`src/rtl/car_pkg.sv`:
```
package car_pkg;
    typedef enum logic [1:0] {
        CAR_ADD = 2'b00,
        CAR_SUB = 2'b01,
        CAR_INC = 2'b10,
        CAR_DEC = 2'b11
    } car_op_e;
endpackage

```
`src/rtl/car_mask_gen.sv`:
```
// Smallest all-ones cover of the wrap value, bit 0 forced high.
module car_mask_gen #(
    parameter int W = 16
) (
    input  logic [W-1:0] wrap_val,
    output logic [W-1:0] mask
);
    localparam int STAGES = $clog2(W);

    logic [W-1:0] smear [0:STAGES];

    assign smear[0] = wrap_val;

    generate
        for (genvar k = 0; k < STAGES; k++) begin : g_smear
            assign smear[k+1] = smear[k] | (smear[k] >> (1 << k));
        end
    endgenerate

    assign mask = smear[STAGES] | W'(1);
endmodule

```
`src/rtl/car_operand_sel.sv`:
```
// Maps the operation code to an operand and a carry-in for the wrap core.
module car_operand_sel #(
    parameter int W = 16
) (
    input  logic [1:0]   op_code,
    input  logic [W-1:0] step_in,
    output logic [W-1:0] oper,
    output logic         cin
);
    import car_pkg::*;

    car_op_e opv;

    always_comb begin
        opv = car_op_e'(op_code);
        unique case (opv)
            CAR_ADD: begin oper = step_in;   cin = 1'b0; end
            CAR_SUB: begin oper = ~step_in;  cin = 1'b1; end
            CAR_INC: begin oper = W'(1);     cin = 1'b0; end
            CAR_DEC: begin oper = ~W'(1);    cin = 1'b1; end
        endcase
    end
endmodule

```
`src/rtl/car_wrap_core.sv`:
```
// One-pass wrapped add: raw = cur + oper + cin, corrected once by wrap+1.
module car_wrap_core #(
    parameter int W = 16
) (
    input  logic [W-1:0] cur,
    input  logic [W-1:0] wrap_val,
    input  logic [W-1:0] mask,
    input  logic [W-1:0] oper,
    input  logic         cin,
    output logic [W-1:0] nxt
);
    localparam int CW = W + 3;

    logic signed [CW-1:0] am, om, mm, thr, cmp, dirv;
    logic                 fwd, do_sub, do_add;
    logic [W-1:0]         raw, corr;

    always_comb begin
        am   = {3'b000, cur & mask};
        om   = {3'b000, oper & mask};
        mm   = {3'b000, mask};
        thr  = mm - {3'b000, wrap_val};
        cmp  = am + om - mm - CW'(1) + CW'(cin);
        dirv = {{3{oper[W-1]}}, oper} - CW'(cin);
        fwd    = ~dirv[CW-1];
        do_sub = fwd & ~cmp[CW-1];
        do_add = ~fwd & (cmp < thr);
        raw  = cur + oper + W'(cin);
        corr = wrap_val + W'(1);
        if (do_sub)
            nxt = raw - corr;
        else if (do_add)
            nxt = raw + corr;
        else
            nxt = raw;
    end
endmodule

```
`src/rtl/car_addr_update.sv`:
```
module car_addr_update #(
    parameter int W       = 16,
    parameter bit REG_OUT = 1'b1
) (
    input  logic         clk,
    input  logic         rst_n,
    input  logic [15:0]  cur_addr,
    input  logic [15:0]  wrap_len,
    input  logic [15:0]  step,
    input  logic [1:0]   op,
    output logic [15:0]  next_addr,
    output logic [15:0]  next_addr_q
);
    logic [W-1:0] wr_mask;
    logic [W-1:0] oper;
    logic         cin;

    car_mask_gen #(.W(W)) u_mask (
        .wrap_val (wrap_len),
        .mask     (wr_mask)
    );

    car_operand_sel #(.W(W)) u_opsel (
        .op_code (op),
        .step_in (step),
        .oper    (oper),
        .cin     (cin)
    );

    car_wrap_core #(.W(W)) u_core (
        .cur      (cur_addr),
        .wrap_val (wrap_len),
        .mask     (wr_mask),
        .oper     (oper),
        .cin      (cin),
        .nxt      (next_addr)
    );

    generate
        if (REG_OUT) begin : g_reg
            logic [W-1:0] q_r;
            always_ff @(posedge clk or negedge rst_n) begin
                if (!rst_n)
                    q_r <= '0;
                else
                    q_r <= next_addr;
            end
            assign next_addr_q = q_r;


            reg_lag_chk: assert property (@(posedge clk) disable iff (!rst_n)
                $past(rst_n) |-> next_addr_q == $past(next_addr));
        end else begin : g_comb
            assign next_addr_q = next_addr;
        end
    endgenerate


    mask_cover_chk: assert property (@(posedge clk) disable iff (!rst_n)
        ((wr_mask & wrap_len) == wrap_len) && wr_mask[0]);


    mask_tight_chk: assert property (@(posedge clk) disable iff (!rst_n)
        (wr_mask >> 1) < (wrap_len | W'(1)));


    linear_add_chk: assert property (@(posedge clk) disable iff (!rst_n)
        (wrap_len == '1 && op == 2'b00) |-> next_addr == W'(cur_addr + step));


    linear_sub_chk: assert property (@(posedge clk) disable iff (!rst_n)
        (wrap_len == '1 && op == 2'b01) |-> next_addr == W'(cur_addr - step));


    inc_linear_chk: assert property (@(posedge clk) disable iff (!rst_n)
        (wrap_len == '1 && op == 2'b10) |-> next_addr == W'(cur_addr + W'(1)));
endmodule

```
`config.mk`:
```
export PLATFORM = sky130hd
export DESIGN_NAME = car_addr_update
export DESIGN_NICKNAME = d
export VERILOG_FILES = /design/src/rtl/car_pkg.sv /design/src/rtl/car_mask_gen.sv /design/src/rtl/car_operand_sel.sv /design/src/rtl/car_wrap_core.sv /design/src/rtl/car_addr_update.sv
export SDC_FILE = /design/constraint.sdc
export NUM_CORES = 1
export LEC_CHECK = 0
export BUFFER_PORTS_ARGS = -buffer_cell sky130_fd_sc_hd__buf_2
export CORE_MARGIN = 1.5
export CORE_UTILIZATION = 50
export CTS_BUF_LIST = sky130_fd_sc_hd__clkbuf_16
export CTS_CLUSTER_SIZE = 12
export DETAILED_ROUTE_END_ITERATION = 8
export GPL_TIMING_DRIVEN = 1
export PLACE_DENSITY = 0.83
export SYNTH_ARGS = -nofsm -noshare
export SYNTH_HDL_FRONTEND = slang
export SYNTH_SLANG_ARGS = --single-unit
```
`constraint.sdc`:
```
create_clock -name clk -period 6.6 [get_ports clk]
set_clock_uncertainty 0.15 [all_clocks]
set_input_delay 0.33 -clock clk [delete_from_list [all_inputs] [get_ports clk]]
set_output_delay 0.33 -clock clk [all_outputs]
set_load 0.02 [all_outputs]
```
# == After elaboration in Yosys (flattened, before gate mapping) ==
# Index checks and enable logic that the tools add are counted.
# totals
ff_bits,16
output_inout_bits,32
# op_classes
addsub,11
magnitude_cmp,1
n_eq_ne,3
mux,4
n_bitwise,11
reduce_logical,3
# op_table
cell,n
16-bit one-hot mux with 4 select lines,1
16-bit adder,2
16-bit bitwise AND,2
16-bit 2-to-1 mux,2
19-bit by 1-bit adder with 19-bit output,1
19-bit less-than comparator,1
"19-bit by 1-bit subtractor with 19-bit output, second input constant",1
19-bit by 16-bit subtractor with 19-bit output,1
16-bit by 16-bit adder with 17-bit output,1
16-bit by 16-bit subtractor with 17-bit output,1
16-bit by 2-bit subtractor with 17-bit output,1
16-bit by 1-bit adder with 16-bit output,1
"16-bit by 1-bit adder with 16-bit output, second input constant",1
16-bit NOT,1
16-bit by 12-bit bitwise OR with 16-bit output,1
16-bit by 14-bit bitwise OR with 16-bit output,1
16-bit by 15-bit bitwise OR with 16-bit output,1
16-bit by 8-bit bitwise OR with 16-bit output,1
16-bit subtractor,1
"2-bit equality test, second input constant",2
2-bit OR reduction,2
1-bit bitwise AND,2
"2-bit by 1-bit equality test with 1-bit output, second input constant",1
2-bit logical NOT,1
other kinds (2),3

# == Logic depth before layout (Yosys ltp) ==
# Gate-level depths: netlist (run 1).
# depth
ltp_word,13
mapped_depth,43
ltp_nobuf,42

# == Hierarchy ==
# Synthesis (run 1) repeated with hierarchy kept, for this count alone.
# hier_totals
hier_cells,804
hier_area_um2,6130.9
# by_module_without_submodules
mod,n_inst,cells_per_inst,area_each_um2
car_wrap_core,1,727,5153.7
car_operand_sel,1,36,419.2
car_addr_update,1,16,400.4
car_mask_gen,1,25,157.7

# == Worst setup path after synthesis (run 1) ==
# OpenSTA, ideal clock, no wires.
# synth_timing
kind,input to output
from,in wrap_len[15]
to,out next_addr[7]
t_arrival_ps,6807
required_time_ps,6120
path_slack_ps,-687
path_stages,39
n_path_buf,1
path_cell_list,nor2_4 > nand2_4 > clkinv_2 > nand4_2 > inv_2 > nand2_2 > clkinv_2 > nand3_2 > or4_4 > clkinv_2 > nand2_4 > clkinv_4 > nand2_4 > nor2_2 > nor2b_1 > ha_1 > a21o_1 > a21oi_1 > (+3 left out) > a41oi_1 > a311oi_1 > xnor2_1 > ha_1 > a21o_1 > a21oi_1 > o21bai_1 > a21oi_4 > xnor2_1 > ha_1 > a21o_1 > a211o_1 > a2111oi_0 > o211ai_1 > a21oi_4 > buf_2 > o32ai_1 > a21oi_1
# synth_via
elab_chain_len,13
word_cells_on_any_way,17
cone_classes,5 x add/sub; 1 x order compare; 2 x mux; 9 x bitwise
# synth_rtl
item,line_no,rtl
start: declaration,car_addr_update.sv:8,"input logic [15:0] wrap_len,"
16-bit by 15-bit bitwise OR with 16-bit output,car_mask_gen.sv:16,assign smear[k+1] = smear[k] | (smear[k] >> (1 << k));
16-bit by 14-bit bitwise OR with 16-bit output,car_mask_gen.sv:16,
16-bit by 12-bit bitwise OR with 16-bit output,car_mask_gen.sv:16,
16-bit by 8-bit bitwise OR with 16-bit output,car_mask_gen.sv:16,
"16-bit bitwise AND, on equally long branches","car_wrap_core.sv:19, car_wrap_core.sv:20",
16-bit by 16-bit adder with 17-bit output,car_wrap_core.sv:23,cmp = am + om - mm - CW'(1) + CW'(cin);
19-bit by 16-bit subtractor with 19-bit output,car_wrap_core.sv:23,
19-bit by 1-bit subtractor with 19-bit output,car_wrap_core.sv:23,
19-bit by 1-bit adder with 19-bit output,car_wrap_core.sv:23,
19-bit less-than comparator,car_wrap_core.sv:27,do_add = ~fwd & (cmp < thr);
1-bit bitwise AND,car_wrap_core.sv:27,
16-bit 2-to-1 mux,car_wrap_core.sv:32,else if (do_add)
16-bit 2-to-1 mux (*),car_wrap_core.sv:30,if (do_sub)
end: declaration,car_addr_update.sv:11,"output logic [15:0] next_addr,"
# Mark *: on every way between the ends. The rest lies on a longest branch, timed or not.

# == Worst setup path in the final report (run 1) ==
# layout_timing
from,in wrap_len[15]
to,out next_addr[9]
# The elaborated chain is that of the path after synthesis.

==> impl_results.md, run 1 <==
- Mapped Cells: 784
- # diodes: 0
- Worst Setup SP: wrap_len[15]
- Num CTS Buffers: 3
- Max Clock Freq: 127 MHz
- Ratio of cells with drive above 1 in the final layout: 0.296
- Syn Area/Cell: 7.63 um^2
- Synth Area in Simple Gates: 0.220
- Relative slew slack: 0.510
- Worst Setup Path Type: in2out
- Post-route minimum period: 7.87 ns
- Slowest cell on the critical path: or4_4
- WL per Instance: 17.0 um
- Post-DP HPWL: 14500 um
- Area grow syn2layout: 33.3%
- Final instance area: 7980 um^2
- Die height: 112 um
- CTS tree: done
- Initial Utilization: 0.517
- Syn Nets: 951
- Power Dens Cells: 272 nW/um^2
- Area after DPL: 7350 um^2
- Post-synth top area cell: ha_1
- I/O Pins: 84
- Max VDD drop: 0.105 mV
- Synth cell count leaders: ha_1, inv_1, xnor2_1
- Root buffer cell: clkbuf_16
- Worst EP arrival: 7.39 ns
- Drt pass-1 iters: 8
- Pwr Total: 2170 uW
- Antenna violations before repair: 0
- Hold WS: 0.377 ns
- Max stage delay on crit path: 0.44 ns
- Distinct cells, synth: 80
- CP Capture Point: next_addr[9]
- Fin crit share: 1.19
- Max-cap viol count: 0
- Yosys reg bits: 16
- Chip width: 112 um
- Synth area leaders: ha_1, xnor2_1, dfrtp_1
- Multi-input gate area: 5510 um^2
- Vias per Instance: 5.94
- Clock sink count: 16
- Fill count: 867
- Post-synthesis sequential area ratio: 0.0669
- Antenna Nets Post-Route: 0
- Register Area: 400 um^2
- Largest register FFs: 16
- Violated checks: design-rule violations, negative setup slack
- Data required, critical path: 6.12 ns
- Compound-Gate Fraction of Synth Area: 0.265
- Element type at the critical path end: primary output
- Clk buf depth: 2
- Critical path launch point type: input port
- Fin. max-slew vios: 0
- Fin nets: 1152
- Post-synthesis adder-cell area fraction: 0.249
- Global Route Usage Sum: 0.278
- Setup WS pre-CTS: -0.817 ns
- H-Tree Level Count: 1
- Status: finished, violations left
- First-pass GRT wire length: 29200 um
- Largest fanout on the critical path: 13
- Final setup fails: 32
- Drt total wl: 19200 um
- Worst setup margin: -1.27 ns
- Overflow after GRT: 0
- Post-Synth XOR/XNOR Area: 0.129
- Hold Crit Class: in2async
- Via count of the first global-routing pass: 6428
- P_leak: 0.00394 uW
- Via Count: 6694
- Yosys top cell area share: 0.226
- Ys Warns: 0
- Main combinational cell family by area after synthesis: compound AO/OA/AOI/OAI gates
- Core ar.: 11600 um^2
- RD Place Congestion: 0.938
- Fraction of registers with async set/reset: 1.00
- Fin. Hold Viols: 0
- Worst-Margin Slew: 0.734 ns
- Top_reg_cell synth: dfrtp_1
- Worst-path clk slew: 0.05 ns
- Number of synthesized flops with an enable pin: 0
- Syn Std Cell Area: 5980 um^2
- Post-synthesis mux area share: 0.00544
- DR iter-0 viols: 677
- Count leader, synth: ha_1
- IO Port Bufs: 83
- RSZ-0062 raised after global routing: true
- Total die area: 12600 um^2
- Largest net degree at the start of global routing: 18
- # DRC: 10
- Cell Rows: 39
-- worst min path at each step --
stage | end | start | cells past startpoint
4_1_cts | next_addr_q[0] | rst_n | 2
3_3_place_gp | next_addr_q[2] | rst_n | 1
6_report | next_addr_q[4] | rst_n | 2
3_5_place_dp | next_addr_q[0] | rst_n | 1
5_1_grt | next_addr_q[0] | rst_n | 2
2_1_floorplan | next_addr_q[0] | rst_n | 0
-- metal layers --
metal / share of wire / vias up / track usage
met5: 0 / - / 0
li1: - / 3206 / -
met4: 0.042 / 0 / 0.105
met1: 0.40 / 3113 / 0.345
met2: 0.50 / 305 / 0.509
met3: 0.058 / 70 / 0.0135
-- where the power goes --
group	switching [uW]	leakage (uW)	internal (uW)	total, uW
Sequential	11.9	0.000189	149	161
Combinational	1050	0.00371	846	1890
Clock	34.2	0.0000385	80.1	114
-- area by class of cell --
type / count / share of cell area
clock inverters: 1 / 0.000471
inverters: 81 / 0.0406
multi-input cells: 676 / 0.691
repair buffers: 207 / 0.186
clock buffers: 3 / 0.00941
flip-flops and latches: 16 / 0.0502
well taps: 143 / 0.0224
-- stage by stage --
stage	utilization	instances	TNS, ns
floorplan	-	784	-5.69
global placement	0.636	1089	-15.15
detailed placement	0.636	1089	-18.94
CTS	0.667	1111	-11.96
global route	0.690	1127	-30.18
finish	0.690	1127	-23.37
-- layout by cell type (no fill, tap or decap), types with 8 or more instances in the layout --
cell | Yosys | routed
and2_1 | 21 | 21
o21ai_0 | 27 | 24
xor2_1 | 17 | 17
a21oi_2 | 1 | 13
buf_4 | 1 | 121
and3_1 | 11 | 11
ha_1 | 108 | 107
nand4_1 | 9 | 9
dfrtp_1 | 16 | 16
a31oi_1 | 9 | 8
a21o_1 | 25 | 24
nand3_1 | 20 | 20
nand2b_1 | 26 | 26
nor2b_1 | 19 | 19
buf_6 | 3 | 11
nor2_1 | 60 | 57
nor3_1 | 16 | 16
xnor2_1 | 71 | 69
o21bai_1 | 16 | 14
o21a_1 | 8 | 8
buf_2 | 2 | 69
a21oi_1 | 60 | 47
inv_1 | 74 | 73
nand2_1 | 32 | 32
a221o_1 | 9 | 9
-- kinds of logic after synthesis --
group | after synthesis
muxes | 3
buffers and inverters | 93
adders and majority gates | 115
DFF | 16
AOI/OAI and AO/OA | 227
xor gates and xnor gates | 88
and+or+nand+nor | 242
-- timing repair --
action                                  4_1_cts  5_1_grt
pin swaps                                    21       22
resized for setup                            38       27
setup buffers                                16       16
endpoints found under the setup margin       32       32
hold buffers                                  1        0
cloned                                        1        1
endpoints found under the hold margin        16        0
-- critical path, delay by kind of cell --
kind / cells / cell delay (ns)
compound gates: 19 / 3.52
simple gates: 9 / 1.35
fa+ha+maj: 3 / 1.00
buf+inv: 9 / 0.87
xor+xnor: 2 / 0.27
(Power assumes the default switching activity.)
==> inputs of run 2 (changes only) <==
Settings changed: SETUP_SLACK_MARGIN set to 0.4.
==> run 2 against run 1 <==
  * The flow still finishes with violations (design-rule violations, negative setup slack)
  * Power fell by 2.0%
  * Sequential share of layout area about the same
  * Utilization decreased by 0.53 points
  * Final cell count decreased by 0.71%
  * Sequential power barely moved
  * Non-clock buffer count fell by 7
  * Hold slack worse by 0.0043 ns
  * Wire length up 1.2%
  * Highest routed layer unchanged
==> impl_results.md, run 2 (synthesis gave the netlist of run 1 again) <==
- Status: finished, violations left
- Largest register FFs: 16 (unchanged)
- Via Count: 6746 (+0.78%)
- Element type at the critical path end: primary output
- Fin. max-slew vios: 0 (unchanged)
- Worst setup margin: -0.947 ns (+0.318 ns)
- Max Clock Freq: 132 MHz (+4.2%)
- Core ar.: 11600 um^2 (unchanged)
- Max-cap viol count: 0 (unchanged)
- Power Dens Cells: 269 nW/um^2 (-1.2%)
- Via count of the first global-routing pass: 6289 (-2.2%)
- Most common cell after layout, fill and taps aside: buf_4
- Largest fanout on the critical path: 7 (-6)
- Root buffer cell: clkbuf_16
- Overflow after GRT: 0 (unchanged)
- Relative slew slack: 0.506 (-0.00437)
- CTS tree: done
- Fin. Hold Viols: 0 (unchanged)
- Clock sink count: 16 (unchanged)
- Vias per Instance: 6.03 (+1.5%)
- Commonest non-fill, non-tap cells in the layout: buf_4, ha_1, inv_1, xnor2_1, buf_2
- Antenna violations before repair: 0 (unchanged)
- Total die area: 12600 um^2 (unchanged)
- P_leak: 0.00390 uW (-1.0%)
- Antenna Nets Post-Route: 0 (unchanged)
- Worst path most repeated cell: a21o_1
- Post-route minimum period: 7.55 ns (-0.318 ns)
- Cell Rows: 39 (unchanged)
- Worst-Margin Slew: 0.741 ns (+0.00655 ns)
- Area grow syn2layout: 32.2%
- Largest net degree at the start of global routing: 17 (-1)
- Gr busiest metal: met2
- # diodes: 0 (unchanged)
- Initial Utilization: 0.517 (unchanged)
- Data required, critical path: 6.12 ns (about the same)
- Max VDD drop: 0.126 mV (+20%)
- Critical path launch point type: input port
- Ratio of cells with drive above 1 in the final layout: 0.293 (-0.00270)
- Slowest cell on the critical path: or4_4
- First-pass GRT wire length: 28600 um (-2.1%)
- Die height: 112 um (unchanged)
- Clk buf depth: 2 (unchanged)
- Drt total wl: 19400 um (+1.2%)
- Core Util, Final: 0.684 (-0.00530)
- Met2 global-route usage: 0.484 (-0.0249)
- GR Util met1: 0.336 (-0.00879)
- H-Tree Level Count: 1 (unchanged)
- Final setup fails: 32 (unchanged)
- Chip width: 112 um (unchanged)
- Worst EP arrival: 7.07 ns (-0.32 ns)
- IO Port Bufs: 83 (unchanged)
- Violated checks: design-rule violations, negative setup slack
- Drt pass-1 iters: 7 (-1)
- WL per Instance: 17.4 um (+2.0%)
- Max stage delay on crit path: 0.45 ns (about the same)
- # DRC: 14 (+4)
- Worst Setup Path Type: in2out
- Worst-path clk slew: 0.05 ns (about the same)
- Fin crit share: 1.14 (-0.0482)
- DR iter-0 viols: 665 (-1.8%)
- Post-DP HPWL: 14700 um (+1.2%)
- I/O Pins: 84 (unchanged)
- Hold Crit Class: in2async
- RSZ-0062 raised after global routing: true
- Num CTS Buffers: 3 (unchanged)
- RD Place Congestion: 0.941 (+0.34%)
- Inst Count DP: 1084 (-0.46%)
- Non-Filler Instances: 1119 (-0.71%)
- Met3 Track Usage GR: 0.0189 (+0.00540)
- Global Route Usage Sum: 0.274 (-0.00466)
- Fin nets: 1145 (-0.61%)
run 2: through the flow:
| step | instance area (um^2) | total power (uW) | setup slack [ns] | setup TNS [ns] | hold WS (ns) |
|---|---|---|---|---|---|
| CTS | 7650 | 1980 | -0.631 | -9.78 | 0.383 |
| global placement | 7320 | 1710 | -0.728 | -16.12 | 0.0940 |
| detailed placement | 7320 | 1760 | -0.886 | -20.22 | 0.101 |
| floorplan | 6150 | 1320 | -0.323 | -5.69 | -0.116 |
| finish | 7910 | 2130 | -0.947 | -16.89 | 0.373 |
| global route | 7910 | 2270 | -1.17 | -24.05 | 0.407 |
run 2: what timing repair did:
item,4_1_cts,5_1_grt
setup endpoints to repair,32,32
gates resized for setup,35,29
hold buffers,1,0
gates cloned,1,0
hold endpoints to repair,16,0
pin swaps,12,31
buffers inserted,14,16
run 2: area by class of cell:
cell class	count	area [um^2]
multi-input combinational	676	5520
inverter	81	324
tap	143	179
fill	890	3650
clock buffer	3	75.1
sequential	16	400
timing repair buffer	200	1410
run 2: layer usage:
layer,up-vias,part of all wire,routed length (um)
met5,-,0,0
met4,0,0.042,820
met3,67,0.065,1260
met2,291,0.48,9400
met1,3192,0.41,7960
li1,3196,-,-
run 2: worst paths after layout:
kind                               from        endpoint  slack [ns]  cells after the start
max in group asynchronous         rst_n  next_addr_q[7]        5.68                      2
hold / removal                    rst_n  next_addr_q[8]        0.37                      2
min in group clk            wrap_len[0]  next_addr_q[0]        0.46                      4
setup / recovery           wrap_len[15]   next_addr[11]       -0.95                     40
run 2: power by group:
group	internal [uW]	switching [uW]
logic	829	1030
clock network	79.3	34.6
registers	149	10.6
run 2: worst max-delay path: cells and delay by family:
family | cells | cell delay, ns
AOI/OAI and AO/OA | 16 | 3.21
xor gates and xnor gates | 2 | 0.20
adders and majority gates | 3 | 0.81
buffers and inverters | 10 | 1.04
and+or+nand+nor | 9 | 1.44
